### config.mk
export PLATFORM = sky130hd
export DESIGN_NAME = cmdq_seq
export DESIGN_NICKNAME = d
export VERILOG_FILES = /design/src/rtl/cmdq_seq_pkg.sv /design/src/rtl/cmdq_store.sv /design/src/rtl/cmdq_decode.sv /design/src/rtl/cmdq_ctrl.sv /design/src/rtl/cmdq_seq.sv
export SDC_FILE = /design/constraint.sdc
export NUM_CORES = 1
export LEC_CHECK = 0
export BUFFER_PORTS_ARGS = -buffer_cell sky130_fd_sc_hd__clkbuf_2
export CAP_MARGIN = 20
export CORE_ASPECT_RATIO = 1.4
export CORE_UTILIZATION = 50
export DETAILED_ROUTE_END_ITERATION = 8
export HOLD_SLACK_MARGIN = 0.12
export PLACE_DENSITY = 0.7
export SYNTH_ARGS = -nofsm -noshare
export SYNTH_HDL_FRONTEND = slang
export SYNTH_SLANG_ARGS = --single-unit
export TNS_END_PERCENT = 1
### constraint.sdc
create_clock -name clk_i -period 2.63 [get_ports clk_i]
set_input_delay 0.526 -clock clk_i [delete_from_list [all_inputs] [get_ports clk_i]]
set_output_delay 0.526 -clock clk_i [all_outputs]
set_load 0.1 [all_outputs]
### src/rtl/cmdq_seq_pkg.sv
package cmdq_seq_pkg;
  typedef enum logic [1:0] {Q_IDLE = 2'd0, Q_WAIT = 2'd1, Q_XFER = 2'd2} q_stat_e;
  typedef enum logic [1:0] {M_OFF = 2'd0, M_SINGLE = 2'd1, M_CONT = 2'd2, M_SOFT = 2'd3} q_mode_e;

  localparam int unsigned B_EOQ   = 0;
  localparam int unsigned B_PAUSE = 1;
  localparam int unsigned B_REP   = 2;
  localparam int unsigned B_EXT   = 5;
  localparam int unsigned B_SEL   = 6;
  localparam int unsigned B_CAL   = 7;

  typedef struct packed {
    logic cal;
    logic sel;
    logic ext;
    logic rep;
    logic pause;
    logic eoq;
  } cmd_ctl_t;
endpackage

### src/rtl/cmdq_store.sv
module cmdq_store #(
  parameter int unsigned CMD_W = 32,
  parameter int unsigned DEPTH = 8,
  localparam int unsigned IDX_W = $clog2(DEPTH)
) (
  input  logic             clk_i,
  input  logic             we_i,
  input  logic [IDX_W-1:0] waddr_i,
  input  logic [CMD_W-1:0] wdata_i,
  input  logic [IDX_W-1:0] raddr_i,
  output logic [CMD_W-1:0] rdata_o
);
  logic [CMD_W-1:0] mem_q [DEPTH];

  always_ff @(posedge clk_i) begin
    if (we_i) mem_q[waddr_i] <= wdata_i;
  end

  assign rdata_o = mem_q[raddr_i];
endmodule

### src/rtl/cmdq_decode.sv
module cmdq_decode
  import cmdq_seq_pkg::*;
#(
  parameter int unsigned CMD_W = 32
) (
  input  logic [CMD_W-1:0] cmd_i,
  output cmd_ctl_t         ctl_o
);
  always_comb begin
    ctl_o.eoq   = cmd_i[B_EOQ];
    ctl_o.pause = cmd_i[B_PAUSE];
    ctl_o.rep   = cmd_i[B_REP];
    ctl_o.ext   = cmd_i[B_EXT];
    ctl_o.sel   = cmd_i[B_SEL];
    ctl_o.cal   = cmd_i[B_CAL];
  end
endmodule

### src/rtl/cmdq_ctrl.sv
module cmdq_ctrl
  import cmdq_seq_pkg::*;
#(
  parameter int unsigned IDX_W = 3
) (
  input  logic             clk_i,
  input  logic             rst_ni,
  input  q_mode_e          mode_i,
  input  logic             arm_i,
  input  logic             stream_i,
  input  logic             trig_edge_i,
  input  cmd_ctl_t         ctl_i,
  input  logic             acc_i,
  output q_stat_e          state_o,
  output logic [IDX_W-1:0] tc_o,
  output logic             done_o
);
  q_stat_e          state_q;
  logic [IDX_W-1:0] tc_q, rep_idx_q;
  logic             rep_vld_q, reload_q;
  logic             edge_mode;

  assign edge_mode = (mode_i == M_SINGLE) || (mode_i == M_CONT);
  // reserved commands are consumed without a handshake
  assign done_o    = (state_q == Q_XFER) && (ctl_i.ext || acc_i);

  always_ff @(posedge clk_i or negedge rst_ni) begin
    if (!rst_ni) begin
      state_q   <= Q_IDLE;
      tc_q      <= '0;
      rep_idx_q <= '0;
      rep_vld_q <= 1'b0;
      reload_q  <= 1'b0;
    end else if (mode_i == M_OFF) begin
      state_q   <= Q_IDLE;
      tc_q      <= '0;
      rep_vld_q <= 1'b0;
      reload_q  <= 1'b0;
    end else begin
      unique case (state_q)
        Q_IDLE: if (arm_i) begin
          tc_q      <= '0;
          rep_vld_q <= 1'b0;
          reload_q  <= 1'b0;
          state_q   <= (mode_i == M_SOFT) ? Q_XFER : Q_WAIT;
        end
        Q_WAIT: if (trig_edge_i) begin
          state_q <= Q_XFER;
          if (reload_q) begin
            tc_q     <= rep_idx_q;
            reload_q <= 1'b0;
          end
        end
        Q_XFER: if (done_o) begin
          if (ctl_i.rep && !rep_vld_q) begin
            rep_vld_q <= 1'b1;
            rep_idx_q <= tc_q;
          end
          if (ctl_i.eoq) begin
            tc_q      <= '0;
            rep_vld_q <= 1'b0;
            reload_q  <= 1'b0;
            state_q   <= (mode_i == M_CONT) ? Q_WAIT : Q_IDLE;
          end else begin
            tc_q <= tc_q + 1'b1;
            if (ctl_i.pause && edge_mode) begin
              reload_q  <= stream_i && (rep_vld_q || ctl_i.rep);
              rep_vld_q <= 1'b0;
              state_q   <= Q_WAIT;
            end
          end
        end
        default: state_q <= Q_IDLE;
      endcase
    end
  end

  assign state_o = state_q;
  assign tc_o    = tc_q;
endmodule

### src/rtl/cmdq_seq.sv
module cmdq_seq
  import cmdq_seq_pkg::*;
#(
  parameter int unsigned CMD_W = 32,
  parameter int unsigned DEPTH = 8,
  localparam int unsigned IDX_W = $clog2(DEPTH)
) (
  input  logic             clk_i,
  input  logic             rst_ni,
  input  logic             load_we_i,
  input  logic [IDX_W-1:0] load_addr_i,
  input  logic [CMD_W-1:0] load_data_i,
  input  logic [1:0]       mode_i,
  input  logic             arm_i,
  input  logic             stream_i,
  input  logic             trig_i,
  input  logic             flag_clr_i,
  output logic             buf0_valid_o,
  input  logic             buf0_ready_i,
  output logic [CMD_W-1:0] buf0_data_o,
  output logic             buf1_valid_o,
  input  logic             buf1_ready_i,
  output logic [CMD_W-1:0] buf1_data_o,
  output logic [1:0]       status_o,
  output logic [IDX_W-1:0] tc_o,
  output logic             eoq_flag_o,
  output logic             pause_flag_o,
  output logic             err_flag_o
);
  logic [CMD_W-1:0] cmd;
  cmd_ctl_t         ctl;
  q_stat_e          state;
  logic [IDX_W-1:0] tc;
  logic             trig_q, trig_edge, done, acc, xfer;
  logic             eoq_q, pause_q, err_q;

  cmdq_store #(.CMD_W(CMD_W), .DEPTH(DEPTH)) u_store (
    .clk_i   (clk_i),
    .we_i    (load_we_i),
    .waddr_i (load_addr_i),
    .wdata_i (load_data_i),
    .raddr_i (tc),
    .rdata_o (cmd)
  );

  cmdq_decode #(.CMD_W(CMD_W)) u_dec (
    .cmd_i (cmd),
    .ctl_o (ctl)
  );

  cmdq_ctrl #(.IDX_W(IDX_W)) u_ctrl (
    .clk_i       (clk_i),
    .rst_ni      (rst_ni),
    .mode_i      (q_mode_e'(mode_i)),
    .arm_i       (arm_i),
    .stream_i    (stream_i),
    .trig_edge_i (trig_edge),
    .ctl_i       (ctl),
    .acc_i       (acc),
    .state_o     (state),
    .tc_o        (tc),
    .done_o      (done)
  );

  always_ff @(posedge clk_i or negedge rst_ni) begin
    if (!rst_ni) trig_q <= 1'b0;
    else         trig_q <= trig_i;
  end
  assign trig_edge = trig_i && !trig_q;

  assign xfer = (state == Q_XFER);
  assign acc  = ctl.sel ? buf1_ready_i : buf0_ready_i;

  always_ff @(posedge clk_i or negedge rst_ni) begin
    if (!rst_ni) begin
      eoq_q   <= 1'b0;
      pause_q <= 1'b0;
      err_q   <= 1'b0;
    end else begin
      if (flag_clr_i) begin
        eoq_q   <= 1'b0;
        pause_q <= 1'b0;
        err_q   <= 1'b0;
      end
      // set beats clear
      if (done && ctl.eoq)   eoq_q   <= 1'b1;
      if (done && ctl.pause) pause_q <= 1'b1;
      if (done && ctl.ext)   err_q   <= 1'b1;
    end
  end

  assign buf0_valid_o = xfer && !ctl.ext && !ctl.sel;
  assign buf1_valid_o = xfer && !ctl.ext && ctl.sel;
  assign buf0_data_o  = cmd;
  assign buf1_data_o  = cmd;
  assign status_o     = state;
  assign tc_o         = tc;
  assign eoq_flag_o   = eoq_q;
  assign pause_flag_o = pause_q;
  assign err_flag_o   = err_q;
endmodule

==> summary.md <==
| Metric | Value |
|---|---|
| Status | `finished, violations left` |
| Failing checks | `setup timing` |
| Yosys reg bits | `270` |
| Sequential element share of the synthesized area | `0.737` |
| Setup violations, final | `68` |
| Via/cell ratio | `5.75` |
| ANT nets after route | `0` |
| IO buf count | `119` |
| Final Wtd Congestion | `0.917` |
| Final Max Tran Viols | `0` |
| Yosys cell types | `42` |
| Post-synth top area share | `0.704` |
| Top sig layer | `met4` |
| Num ports | `120` |
| Setup WS post-layout | `-192 ps` |
| Most frequent cells in the layout | `256 x edfxtp_1, 78 x buf_12, 63 x mux4_2, 52 x clkbuf_2, 42 x nand2_2` |
| Max Fclk | `354 MHz` |
| First-pass GRT wire length | `34400 um` |
| Slowest stage cell, crit path | `mux4_2` |
| Chip height | `177 um` |
| Setup TNS | `-7170 ps` |
| Detailed Route WL | `22100 um` |
| Setup crit end kind | `output pin` |
| Yosys top cell by area | `edfxtp_1` |
| P per Cell Area | `805 nW/um^2` |
| CP delay by family, top | `multiplexers` |
| Share of cells above drive strength 1 | `0.473` |
| Per-cell routed wire length | `22.7 um` |
| Critical Path RT | `2100 ps` |
| Met2 WL | `11900 um` |
| RSZ-0062 raised after global routing | `true` |
| Synth top area cells | `edfxtp_1 70%, mux4_2 13%, dfrtp_1 3.2%, nand2_1 3.2%, buf_4 2.2%` |
| Synthesized area per cell | `19.0 sq um` |
| Fin util | `0.663` |
| Crit path max fanout | `8` |
| CP cell instances | `buf_12 > mux2i_1 > mux4_2 > inv_4 > nor2_4 > buf_12` |
| Die footprint | `22400 sq um` |
| 1st-iter DRT viols | `386` |
| CP most frequent cell | `buf_12` |
| Max Cap Violations | `0` |
| Initial Util | `0.513` |
| CTS sink cnt | `270` |
| Post-DP HPWL | `13000 um` |
| Layout area overhead | `29.3%` |
| Final worst-path cycle share | `1.07` |
| Clock-pin slew on the worst setup and hold paths | `60 ps` |
| Die X | `127 um` |
| Final min period | `2820 ps` |
| Setup WS pre-CTS | `147 ps` |
| Least-Margin Pin Slew | `556 ps` |
| Clock latency on the worst-skew pair | `520 ps` |
| Worst R2R Setup Slack | `-40 ps` |
| Peak supply drop | `0.543 mV` |
| Vias | `5603` |
| Buf/Inv on CP | `3` |
| Vias in the first global route | `5993` |
| Htree depth | `1` |
| Leakage Power | `4.93 nW` |
| M1 WL | `8680 um` |
| Overflow after GRT | `0` |
| Synth warn | `0` |
| Overall routing resource usage | `0.207` |
| Root buffer cell | `clkbuf_16` |
| Hold Crit Class | `input port to flip-flop` |
| Syn Std Cell Area | `10900 sq um` |
| Met3 wire length | `1070 um` |
| Fin Clk Skew | `25.4 ps` |
| Largest stage delay, worst path | `570 ps` |
| Initial DRT Pass Iterations | `4` |
| Core footprint | `21300 sq um` |
| CP startpoint kind | `flip-flop` |
| Critical path arrival | `2300 ps` |
| Max Root-Sink Buffers | `3` |
| Number of remaining DRC errors | `0` |
| Reg2Reg Depth | `8` |
| Site Rows | `63` |
| Gate Count Post-Synth | `574` |
| CP Class | `flip-flop to output pin` |
| Net Count, Synth | `628` |
| WHS | `165 ps` |
| Largest net degree at the start of global routing | `33` |
| Total design power | `11.4 mW` |
| Most common cell after layout, fill and taps aside | `edfxtp_1` |
| Antenna violations before repair | `1` |
| Hold depth | `1` |
| Instance count on the critical path | `6` |
| CTS tree | `built` |
| CTS buffer count | `24` |
| Slew headroom | `0.631` |
| Final nets | `750` |
| Final Hold Viols | `0` |
## per-layer routing
metal | vias to the layer above | GRT usage
li1 | 2464 | -
met1 | 2925 | 0.259
met2 | 183 | 0.373
met3 | 31 | 0.0308
met4 | 0 | 0.0595
met5 | - | 0
## kinds of logic after synthesis
group	Yosys count	share of synthesized area
flops	270	0.737
simple gates	118	0.0440
fa+ha+maj	8	0.00917
mux	77	0.147
compound gates	31	0.0210
buf+inv	70	0.0421
## layout make-up
type	instances	area [sq um]
flip-flops and latches	270	8050
fillers	1389	7170
multi-input cells	234	2740
repair buffers	150	2090
clock buffers	30	643
well taps	260	325
clock inverters	13	200
inverters	16	62.6
diodes	1	2.50
## per-stage QoR
step	instance area, sq um	std cells
6_report	14100	974
5_1_grt	14100	974
4_1_cts	14000	972
3_5_place_dp	12900	920
3_3_place_gp	12900	920
2_1_floorplan	11000	574
## registers in the layout, indices dropped and copies added, names as in the netlist
| register | cells |
|---|---|
| u_ctrl.tc_o | 3 |
| u_ctrl.rep_vld_q | 1 |
| eoq_flag_o | 1 |
| err_flag_o | 1 |
| u_ctrl.reload_q | 1 |
| u_ctrl.state_o | 2 |
| u_store.mem_q | 256 |
| trig_q | 1 |
| u_ctrl.rep_idx_q | 3 |
| pause_flag_o | 1 |
## cell usage after synthesis (all sizes together)
cell and number:
o2111ai 1, clkbuf 11, nor2 12, ha 8, edfxtp 256, mux4 63, a21bo 1, a31oi 4
inv 16, a211o 1, mux2 6, nand3 2, a2bb2oi 1, o31ai 1, a21o 3, a21oi 6
or2 1, nand2b 4, a32o 6, dfrtp 14, o21ai 4, a22oi 1, nor3 2, and4b 1
nand2 93, o2bb2ai 1, a211oi 1, and3 2, and2 1, buf 43, mux2i 8
## path summary, 6_finish.rpt
check / start / endpoint
max: u_ctrl.tc_o[0]$_DFFE_PN0P_ / buf0_valid_o
min: trig_i / trig_q$_DFF_PN0_
max reg2reg: u_ctrl.tc_o[0]$_DFFE_PN0P_ / u_ctrl.state_o[0]$_DFFE_PN0P_
min reg2reg: err_flag_o$_DFFE_PN0P_ / err_flag_o$_DFFE_PN0P_
max in group asynchronous: rst_ni / u_ctrl.tc_o[0]$_DFFE_PN0P_
min in group asynchronous: rst_ni / err_flag_o$_DFFE_PN0P_
## worst register-to-register path, cell delays in order (launching register included)
cell	delay, ps
dfrtp_4	560
buf_12	190
mux2i_1	130
mux4_2	570
buf_4	190
mux2i_4	200
a211o_2	340
a21o_1	180
a32o_1	200
## power breakdown
group / internal [mW] / leakage, nW / switching, mW / total, mW
logic: 0.994 / 2.01 / 1.72 / 2.71
clock network: 2.23 / 0.417 / 1.46 / 3.69
registers: 4.88 / 2.51 / 0.0829 / 4.97
total: 8.11 / 4.93 / 3.26 / 11.4
## timing repair
action | CTS | global route
hold buffers | 1 | 0
endpoints found under the hold margin | 14 | 0
pin swaps | 16 | 9
gates resized for setup | 54 | 14
cloned | 3 | 1
setup buffers | 5 | 0
endpoints found under the setup margin | 66 | 74
(Power assumes the default switching activity.)
